[src/rtl/lcd_pkg.sv]
package lcd_pkg;

    localparam int LVL_W = 3;

    typedef logic [LVL_W-1:0] lvl_t;

    typedef enum logic [1:0] {
        DRV_COM_SEL,
        DRV_COM_UNSEL,
        DRV_SEG_ON,
        DRV_SEG_OFF
    } drive_e;

    // highest level index for a bias code: static=1, 1/2=2, 1/3=3, 1/4=4
    function automatic lvl_t bias_top(input logic [1:0] bias);
        return lvl_t'(bias) + lvl_t'(1);
    endfunction

    // rows per frame for a duty code; unknown codes act as 1/8
    function automatic logic [3:0] duty_rows(input logic [2:0] duty);
        case (duty)
            3'd0:    return 4'd1;
            3'd1:    return 4'd2;
            3'd2:    return 4'd3;
            3'd3:    return 4'd4;
            default: return 4'd8;
        endcase
    endfunction

    // level for one drive role; phase 1 mirrors around the ladder
    function automatic lvl_t drive_level(input drive_e kind, input logic [1:0] bias,
                                         input logic ph);
        lvl_t top;
        lvl_t base;
        top = bias_top(bias);
        case (kind)
            DRV_COM_SEL:   base = top;
            DRV_COM_UNSEL: base = lvl_t'(1);
            DRV_SEG_ON:    base = lvl_t'(0);
            default:       base = (top == lvl_t'(1)) ? lvl_t'(1) : lvl_t'(2);
        endcase
        return ph ? (top - base) : base;
    endfunction

endpackage

[src/rtl/lcd_seq.sv]
module lcd_seq #(
    parameter int NUM_COM = 8,
    parameter int SLOT_W  = 8,
    parameter int BDIV_W  = 4,
    localparam int COM_W  = $clog2(NUM_COM),
    localparam int ROW_W  = COM_W + 1
) (
    input  logic              clk,
    input  logic              rst_n,
    input  logic [2:0]        duty_sel,
    input  logic [SLOT_W-1:0] slot_div,
    input  logic [BDIV_W-1:0] blink_div,
    output logic [COM_W-1:0]  com_idx,
    output logic [ROW_W-1:0]  active_rows,
    output logic              phase,
    output logic              frame_start,
    output logic              frame_wrap,
    output logic              blink_off
);
    import lcd_pkg::*;

    typedef struct packed {
        logic [SLOT_W-1:0] slot;
        logic [COM_W-1:0]  idx;
        logic              phase;
        logic              fstart;
        logic [BDIV_W-1:0] bcnt;
        logic              boff;
    } seq_t;

    seq_t s_d, s_q;
    int   rows_i;
    logic wrap_d;

    always_comb begin
        rows_i = int'(duty_rows(duty_sel));
        if (rows_i > NUM_COM) begin
            rows_i = NUM_COM;
        end
    end

    always_comb begin
        s_d        = s_q;
        s_d.fstart = 1'b0;
        wrap_d     = 1'b0;
        if (s_q.slot >= slot_div) begin
            s_d.slot = '0;
            if (int'(s_q.idx) >= rows_i - 1) begin
                wrap_d     = 1'b1;
                s_d.idx    = '0;
                s_d.phase  = ~s_q.phase;
                s_d.fstart = 1'b1;
                if (s_q.bcnt >= blink_div) begin
                    s_d.bcnt = '0;
                    s_d.boff = ~s_q.boff;
                end else begin
                    s_d.bcnt = s_q.bcnt + 1'b1;
                end
            end else begin
                s_d.idx = s_q.idx + 1'b1;
            end
        end else begin
            s_d.slot = s_q.slot + 1'b1;
        end
    end

    always_ff @(posedge clk or negedge rst_n) begin
        if (!rst_n) begin
            s_q <= '0;
        end else begin
            s_q <= s_d;
        end
    end

    assign com_idx     = s_q.idx;
    assign active_rows = ROW_W'(rows_i);
    assign phase       = s_q.phase;
    assign frame_start = s_q.fstart;
    assign frame_wrap  = wrap_d;
    assign blink_off   = s_q.boff;

endmodule

[src/rtl/lcd_frame_buf.sv]
module lcd_frame_buf #(
    parameter int NUM_COM = 8,
    parameter int NUM_SEG = 44,
    localparam int COM_W  = $clog2(NUM_COM)
) (
    input  logic               clk,
    input  logic               rst_n,
    input  logic               wr_en,
    input  logic [COM_W-1:0]   wr_row,
    input  logic [NUM_SEG-1:0] wr_data,
    input  logic               upd_req,
    input  logic               frame_wrap,
    input  logic [COM_W-1:0]   rd_row,
    output logic [NUM_SEG-1:0] rd_data,
    output logic               upd_done
);

    typedef struct packed {
        logic [NUM_COM-1:0][NUM_SEG-1:0] wbuf;
        logic [NUM_COM-1:0][NUM_SEG-1:0] dbuf;
        logic                            pend;
        logic                            done;
    } buf_t;

    buf_t b_d, b_q;

    always_comb begin
        b_d      = b_q;
        b_d.done = 1'b0;
        // copy uses the registered write buffer, so it is a clean frame image
        if (frame_wrap && b_q.pend) begin
            b_d.dbuf = b_q.wbuf;
            b_d.pend = 1'b0;
            b_d.done = 1'b1;
        end
        if (upd_req) begin
            b_d.pend = 1'b1;
        end
        if (wr_en && (int'(wr_row) < NUM_COM)) begin
            b_d.wbuf[wr_row] = wr_data;
        end
    end

    always_ff @(posedge clk or negedge rst_n) begin
        if (!rst_n) begin
            b_q <= '0;
        end else begin
            b_q <= b_d;
        end
    end

    assign rd_data  = b_q.dbuf[rd_row];
    assign upd_done = b_q.done;

endmodule

[src/rtl/lcd_level_map.sv]
module lcd_level_map #(
    parameter int NUM_COM = 8,
    parameter int NUM_SEG = 44,
    parameter int BLINK_N = 8,
    localparam int COM_W  = $clog2(NUM_COM),
    localparam int SEG_W  = $clog2(NUM_SEG),
    localparam int ROW_W  = COM_W + 1,
    localparam int LW     = lcd_pkg::LVL_W
) (
    input  logic [1:0]               bias_sel,
    input  logic                     phase,
    input  logic [COM_W-1:0]         com_idx,
    input  logic [ROW_W-1:0]         active_rows,
    input  logic [NUM_SEG-1:0]       row_data,
    input  logic                     blink_active,
    input  logic [BLINK_N-1:0]       blink_px_en,
    input  logic [BLINK_N*COM_W-1:0] blink_px_com,
    input  logic [BLINK_N*SEG_W-1:0] blink_px_seg,
    output logic [NUM_COM*LW-1:0]    com_lvl,
    output logic [NUM_SEG*LW-1:0]    seg_lvl
);
    import lcd_pkg::*;

    lvl_t sel_l, unsel_l, on_l, off_l;

    always_comb begin
        sel_l   = drive_level(DRV_COM_SEL,   bias_sel, phase);
        unsel_l = drive_level(DRV_COM_UNSEL, bias_sel, phase);
        on_l    = drive_level(DRV_SEG_ON,    bias_sel, phase);
        off_l   = drive_level(DRV_SEG_OFF,   bias_sel, phase);
    end

    for (genvar j = 0; j < NUM_COM; j++) begin : g_com
        always_comb begin
            if (j >= int'(active_rows)) begin
                com_lvl[j*LW +: LW] = unsel_l;
            end else if (j == int'(com_idx)) begin
                com_lvl[j*LW +: LW] = sel_l;
            end else begin
                com_lvl[j*LW +: LW] = unsel_l;
            end
        end
    end

    for (genvar s = 0; s < NUM_SEG; s++) begin : g_seg
        logic hide;
        logic lit;
        always_comb begin
            hide = 1'b0;
            for (int k = 0; k < BLINK_N; k++) begin
                if (blink_px_en[k]
                    && (blink_px_com[k*COM_W +: COM_W] == com_idx)
                    && (int'(blink_px_seg[k*SEG_W +: SEG_W]) == s)) begin
                    hide = 1'b1;
                end
            end
            lit = row_data[s] & ~(hide & blink_active);
            seg_lvl[s*LW +: LW] = lit ? on_l : off_l;
        end
    end

endmodule

[src/rtl/lcd_mux_drive.sv]
module lcd_mux_drive #(
    parameter int NUM_COM = 8,
    parameter int NUM_SEG = 44,
    parameter int BLINK_N = 8,
    parameter int SLOT_W  = 8,
    parameter int BDIV_W  = 4,
    localparam int COM_W  = $clog2(NUM_COM),
    localparam int SEG_W  = $clog2(NUM_SEG),
    localparam int ROW_W  = COM_W + 1,
    localparam int LW     = lcd_pkg::LVL_W
) (
    input  logic                     clk,
    input  logic                     rst_n,
    input  logic [2:0]               duty_sel,
    input  logic [1:0]               bias_sel,
    input  logic [SLOT_W-1:0]        slot_div,
    input  logic                     wr_en,
    input  logic [COM_W-1:0]         wr_row,
    input  logic [NUM_SEG-1:0]       wr_data,
    input  logic                     upd_req,
    input  logic                     blink_en,
    input  logic [BDIV_W-1:0]        blink_div,
    input  logic [BLINK_N-1:0]       blink_px_en,
    input  logic [BLINK_N*COM_W-1:0] blink_px_com,
    input  logic [BLINK_N*SEG_W-1:0] blink_px_seg,
    output logic [NUM_COM*LW-1:0]    com_lvl,
    output logic [NUM_SEG*LW-1:0]    seg_lvl,
    output logic                     phase,
    output logic                     frame_start,
    output logic                     upd_done
);

    logic [COM_W-1:0]   com_idx;
    logic [ROW_W-1:0]   active_rows;
    logic               frame_wrap;
    logic               blink_off;
    logic [NUM_SEG-1:0] row_data;

    lcd_seq #(
        .NUM_COM(NUM_COM), .SLOT_W(SLOT_W), .BDIV_W(BDIV_W)
    ) u_seq (
        .clk(clk), .rst_n(rst_n), .duty_sel(duty_sel), .slot_div(slot_div),
        .blink_div(blink_div), .com_idx(com_idx), .active_rows(active_rows),
        .phase(phase), .frame_start(frame_start), .frame_wrap(frame_wrap),
        .blink_off(blink_off)
    );

    lcd_frame_buf #(
        .NUM_COM(NUM_COM), .NUM_SEG(NUM_SEG)
    ) u_buf (
        .clk(clk), .rst_n(rst_n), .wr_en(wr_en), .wr_row(wr_row),
        .wr_data(wr_data), .upd_req(upd_req), .frame_wrap(frame_wrap),
        .rd_row(com_idx), .rd_data(row_data), .upd_done(upd_done)
    );

    lcd_level_map #(
        .NUM_COM(NUM_COM), .NUM_SEG(NUM_SEG), .BLINK_N(BLINK_N)
    ) u_map (
        .bias_sel(bias_sel), .phase(phase), .com_idx(com_idx),
        .active_rows(active_rows), .row_data(row_data),
        .blink_active(blink_en & blink_off), .blink_px_en(blink_px_en),
        .blink_px_com(blink_px_com), .blink_px_seg(blink_px_seg),
        .com_lvl(com_lvl), .seg_lvl(seg_lvl)
    );

endmodule

[config.mk]
export PLATFORM = sky130hd
export DESIGN_NAME = lcd_mux_drive
export DESIGN_NICKNAME = d
export VERILOG_FILES = /design/src/rtl/lcd_pkg.sv /design/src/rtl/lcd_seq.sv /design/src/rtl/lcd_frame_buf.sv /design/src/rtl/lcd_level_map.sv /design/src/rtl/lcd_mux_drive.sv
export SDC_FILE = /design/constraint.sdc
export NUM_CORES = 1
export LEC_CHECK = 0
export ABC_AREA = 1
export BUFFER_PORTS_ARGS = -buffer_cell sky130_fd_sc_hd__buf_2
export CAP_MARGIN = 5
export CORE_ASPECT_RATIO = 0.5
export CORE_MARGIN = 1.5
export CORE_UTILIZATION = 28
export CTS_BUF_LIST = sky130_fd_sc_hd__clkbuf_8
export DETAILED_ROUTE_END_ITERATION = 16
export GPL_ROUTABILITY_DRIVEN = 1
export PLACE_DENSITY = 0.4
export SLEW_MARGIN = 20
export SYNTH_ARGS = -nofsm -noshare
export SYNTH_HDL_FRONTEND = slang
export SYNTH_SLANG_ARGS = --single-unit
[constraint.sdc]
create_clock -name clk -period 6 [get_ports clk]
set_clock_uncertainty 0.1 [all_clocks]
set_input_delay 0.9 -clock clk [delete_from_list [all_inputs] [get_ports clk]]
set_output_delay 0.9 -clock clk [all_outputs]
set_load 0.02 [all_outputs]
Word level (Yosys, flattened, before mapping)
Cells that the tools add are included.

Bits in registers: 724. Bits in latches: 0. Memory bits (writable): 0. ROM bits: 0. Input bits: 149. Output and inout bits: 159. Logic and storage cells: 1354. Memories: 0.

Add/sub/neg operators: 8. Multiply operators: 0. Divide/modulo/power cells: 0. Order comparisons: 15. Eq/ne operators: 363. Shifts and indexed selects: 0. Mux-type cells: 434. Bitwise operators: 135. Reductions and logical operators: 375.

Operators by type and width (count): $eq A6 B6 Y1 const B (224); $eq A6 B5 Y1 const B (64); $logic_and A1 B1 Y1 (362); $mux W1 (356); $bwmux W352 (1); $mux W3 (65); $eq A6 B4 Y1 const B (32); $bmux W44 S3 (1); $demux W44 S3 (1); $eq A6 B3 Y1 const B (16); $and A1 B1 Y1 (89); $mux W44 (2); $eq A6 B2 Y1 const B (8); $logic_not A6 Y1 (8); $not A1 Y1 (46); $eq A3 B3 Y1 (8); $ge A3 B4 Y1 const A (4); $pmux W4 S4 (1); $eq A3 B3 Y1 const A (4); $mux W6 (2); $add A8 B1 Y8 const B (1); $ge A1 B4 Y1 const A (2); $ge A2 B4 Y1 const A (2); $ge A8 B8 Y1 (1); other kinds (22) (30).

Logic depth before layout (Yosys ltp)
Depth in word-level cells: 15. Depth in mapped cells: 18. Depth with buffers taken out: 14.

By module
A second synthesis with hierarchy kept.

Cell total of the unflattened synthesis: 5811. Area, all modules: 40253.6 sq um.

By module, submodules not included: lcd_frame_buf (times used 1, cells each 3541, area an instance 29605.9 sq um, sequential area each 17666.9 sq um); lcd_level_map (times used 1, cells each 2102, area an instance 9307.7 sq um, sequential area each 0.0 sq um); lcd_seq (times used 1, cells each 166, area an instance 1332.5 sq um, sequential area each 450.4 sq um); lcd_mux_drive (times used 1, cells each 2, area an instance 7.5 sq um, sequential area each 0.0 sq um).

Least setup slack after synthesis
Ideal clock, no wire load.

Kind: input to output. From: in bias_sel[0]. To: out com_lvl[4]. Data arrival time: 2.537 ns. Data required time: 5.000 ns. Setup slack: 2.463 ns. Stages on the path: 8. Buffers on the path: 1. Cell sequence: clkbuf_1 inv_1 ha_1 nand2_1 inv_1 nor3_1 inv_1 o21ai_0.

Longest elaborated chain between the ends: 5. Elaborated cells between the ends (all ways): 7. Those cells by class: add/sub: 3; mux: 4.

Ends and longest elaborated chain: from (decl) (line lcd_mux_drive.sv:15) `input logic [1:0] bias_sel,`; $add A2 B1 Y3 * (line lcd_pkg.sv:16) `return lvl_t'(bias) + lvl_t'(1);`; $sub A3 B1 Y3 / $sub A3 B3 Y3 (equally long branches) (line lcd_pkg.sv:42) `return ph ? (top - base) : base;`; $mux W3 (line lcd_pkg.sv:42); $mux W3 (line lcd_level_map.sv:37) `end else if (j == int'(com_idx)) begin`; $mux W3 * (line lcd_level_map.sv:35) `if (j >= int'(active_rows)) begin`; to (decl) (line lcd_mux_drive.sv:26) `output logic [NUM_COM*LW-1:0] com_lvl,`.

Mark *: on every way between the ends. The rest lies on a longest branch, timed or not.

Worst setup path in the final report
From: reg u_seq.s_q (netlist bit u_seq.com_idx[0]). To: out seg_lvl[9].

Longest elaborated chain between the ends: 15. Elaborated cells between the ends (all ways): 38. Those cells by class: eq/ne: 8; mux: 11; bitwise: 3; reduce/logical: 16.

Ends and longest elaborated chain: from (decl) (line lcd_seq.sv:31) `seq_t s_d, s_q;`; from (signal assigned) (line lcd_seq.sv:69) `s_q <= '0;`; from (signal assigned) (line lcd_seq.sv:71) `s_q <= s_d;`; $eq A3 B3 Y1 (line lcd_level_map.sv:52) `&& (blink_px_com[k*COM_W +: COM_W] == com_idx)`; $logic_and A1 B1 Y1 (line lcd_level_map.sv:52); $logic_and A1 B1 Y1 (line lcd_level_map.sv:53) `&& (int'(blink_px_seg[k*SEG_W +: SEG_W]) == s)) begin`; $mux W1 (8 in series) (line lcd_level_map.sv:51) `if (blink_px_en[k]`; $and A1 B1 Y1 (line lcd_level_map.sv:57) `lit = row_data[s] & ~(hide & blink_active);`; $not A1 Y1 (line lcd_level_map.sv:57); $and A1 B1 Y1 * (line lcd_level_map.sv:57); $mux W3 * (line lcd_level_map.sv:58) `seg_lvl[s*LW +: LW] = lit ? on_l : off_l;`; to (decl) (line lcd_mux_drive.sv:27) `output logic [NUM_SEG*LW-1:0] seg_lvl,`.

Mark *: on every way between the ends. The rest lies on a longest branch, timed or not. The select of a mux whose other input is x is not followed.

==> metrics.md <==
| Metric | Value |
|---|---|
| Rows | `between 90 and 100` |
| GR peak layer | `met2` |
| DIE AREA | `0.1392 mm^2` |
| Sequential area share after synthesis | `0.4730` |
| DP Area | `around 0.04 mm^2` |
| Sequential power share | `0.354` |
| Detailed Route WL | `approximately 150000 um` |
| Final Max Tran Viols | `0` |
| Core Footprint | `around 0.14 mm^2` |
| Max_cap viols | `0` |
| Total gr overflow | `0` |
| Netlist area before placement | `~0.038 mm^2` |
| Synth-to-layout area growth | `13.95%` |
| Minimum clock period | `slightly above 5 ns` |
| # IOs | `approximately 310` |
| Clock power share | `0.223` |
| GR met1 Demand/Resource | `0.3065` |
| Pin count of the biggest net entering global routing | `142` |
| CTS tree | `done` |
| Root buf cell | `clkbuf_8` |
| Setup Fix Bufs, Post-CTS | `0` |
| Synth Instances | `about 5300` |
| Drt pass-1 iters | `7` |
| Drt first-iter violations | `2674` |
| DPL Wire Length | `a little over 100000 um` |
| Maximum vdd drop | `245.6 uV` |
| CTS Sinks | `between 700 and 800` |
| DRC viols | `0` |
| Final setup viols | `0` |
| Met3 Resource Use GR | `0.02191` |
| Relative max-transition margin | `0.1818` |
| Sw Share | `0.4432` |
| Die Y | `roughly 260 um` |
| Post-Syn Nets | `5432` |
| Worst endpoint required time | `5.00 ns` |
| Cell mode on critical path | `nand2_1` |
| Clock buffer depth | `3` |
| Initial antenna violation count | `15` |
| Count of different cell masters after synthesis | `42` |
| Non-Filler Cell Area, Final | `approximately 0.044 mm^2` |
| # nets final | `5614` |
| I/O Buffers | `307` |
| Post_cts resized | `0` |
| Period utilization | `0.8646` |
| DR WL/cell | `roughly 21 um` |
| CTS buffer count | `~120` |
| Gr usage total | `0.2145` |
| Vias in the first global route | `34761` |
| RSZ-0062 raised after global routing | `false` |
| Tot Pwr | `about 20 mW` |
| Final core occ | `0.3232` |
| CP peak stage delay | `about 0.87 ns` |
| Inst Count DP | `approximately 7100` |
| Synthesized area per cell | `between 7 and 8 um^2` |
| Status | `complete, no violations` |
| Synthesis Warnings | `0` |
| HP Class | `in2async` |
| GPL Wtd Cong | `roughly 0.96` |
| Worst-path clk slew | `~0.060 ns` |
| Nature of the critical path startpoint | `flop` |
| Post-route insts no fill | `between 7000 and 8000` |
| Final WS setup | `approximately 0.8 ns` |
| Via-to-Cell Ratio | `4.888` |
| Crit path DAT | `4.19 ns` |
| Combinational Power Share | `0.423` |
| First-pass GRT wire length | `around 230000 um` |
| H-tree depth | `3` |
| Highest-count cells in the layout ignoring fill and taps | `nand2_1, dfrtp_1, o21ai_0` |
| Vias after detailed routing | `35799` |
| Clock latency on the worst-skew pair | `~0.73 ns` |
| Fmax | `between 150 and 200 MHz` |
| CP endpoint kind | `output pin` |
| WHS | `slightly above 0.04 ns` |
| Leak | `approximately 22 nW` |
| Internal Pwr Total | `~11 mW` |
| Crit-path cells | `inv_6 > buf_12 > nand2_1 > a32o_1 > o21ai_1 > nand2_1 > nand2_1 > nand2_1 > buf_2` |
| Global routing usage on met2 | `0.3445` |
| Slowest CP cell | `o21ai_1` |
| Worst slew pin tran | `between 1 and 1.5 ns` |
| Initial Util | `0.2837` |
| Ratio of cells with drive above 1 in the final layout | `0.1231` |
| Most common cell after layout, fill and taps aside | `nand2_1` |
| CTS Hold Bufs | `0` |
| Die width | `526.1 um` |
| Setup TNS Final | `0 ns` |
| Detail Route Antenna Nets | `0` |
| Power Density | `between 400 and 500 mW/mm^2` |
| P_sw | `around 9 mW` |
| #FFs+latches synth | `approximately 720` |
| Maximum fanout along the worst path | `around 130` |
| Final Hold Fails | `0` |
| Reg2Reg Setup Slack | `2.13 ns` |
| Dpl ws | `between 1.5 and 2 ns` |
| CP Class | `reg2out` |
flip-flops by register name (all words and copies together), names as in the netlist:
name	cells
u_buf.b_q	705
u_buf.upd_done	1
u_seq.blink_off	1
u_seq.com_idx	3
u_seq.frame_start	1
u_seq.phase	1
u_seq.s_q	12
power by group through the flow:
stage	Clock, mW	Combinational, mW	Sequential [mW]
finish	4.42	8.41	7.03
global route	4.79	9.28	7.20
CTS	4.59	8.45	7.02
detailed placement	0	8.43	7.09
global placement	0	8.33	7.08
floorplan	0	5.46	6.88
cell families after synthesis:
group	Yosys count	synth area share
fa+ha+maj	27	0.008819
xor+xnor	5	0.001143
compound gates	744	0.1062
flops	724	0.4730
simple gates	3166	0.3411
buf+inv	590	0.06974
layout make-up:
class | instances | area, um^2
clock inverters | 56 | 296.5
inverters | 282 | 1084
well taps | 1794 | 2245
clock buffers | 155 | 2133
repair buffers | 367 | 2147
fillers | 14746 | 91380
multi-input cells | 3942 | 17610
flip-flops and latches | 724 | 18120
diodes | 4 | 10.01
cell usage after synthesis, drive strengths merged:
cell type / count / share of area
nand3b: 4 / 0.00078
o211ai: 1 / 0.00020
nor3b: 2 / 0.00039
o21bai: 1 / 0.00020
buf: 168 / 0.028
a21oi: 60 / 0.0078
and3: 1 / 0.00016
nor2: 456 / 0.047
nand3: 286 / 0.039
o21a: 2 / 0.00039
clkbuf: 140 / 0.014
or2: 1 / 0.00016
nand4: 117 / 0.019
clkinv: 6 / 0.00059
nor3: 83 / 0.011
o311a: 1 / 0.00026
o21ai: 586 / 0.078
dfrtp: 724 / 0.47
a32o: 44 / 0.011
inv: 276 / 0.027
ha: 27 / 0.0088
nand2: 2215 / 0.22
a31oi: 3 / 0.00049
nor4: 1 / 0.00016
xor2: 5 / 0.0011
o22ai: 44 / 0.0072
o2111ai: 1 / 0.00039
a21o: 1 / 0.00020
final timing paths:
path                       cells past startpoint              to             start
min reg2reg                                    2  u_buf.b_q[149]    u_buf.b_q[501]
min                                            1  u_buf.b_q[595]             rst_n
max in group asynchronous                      2  u_buf.b_q[125]             rst_n
min in group clk                               2    u_buf.b_q[1]           upd_req
max reg2reg                                   11   u_buf.b_q[98]  u_seq.com_idx[2]
max                                            9      seg_lvl[9]  u_seq.com_idx[0]
layer usage:
layer,vias up,part of all wire
met2,831,0.45
met3,188,0.037
met5,-,0.00011
li1,17272,-
met4,2,0.024
met1,17506,0.49
critical path, delay by kind of cell (launching register included):
kind                   cells  cell delay (ns)
buffers and inverters      3             1.14
AOI/OAI and AO/OA          2             1.11
and+or+nand+nor            4             0.49
DFF                        1             0.54
Power figures use the tool's default switching activity.
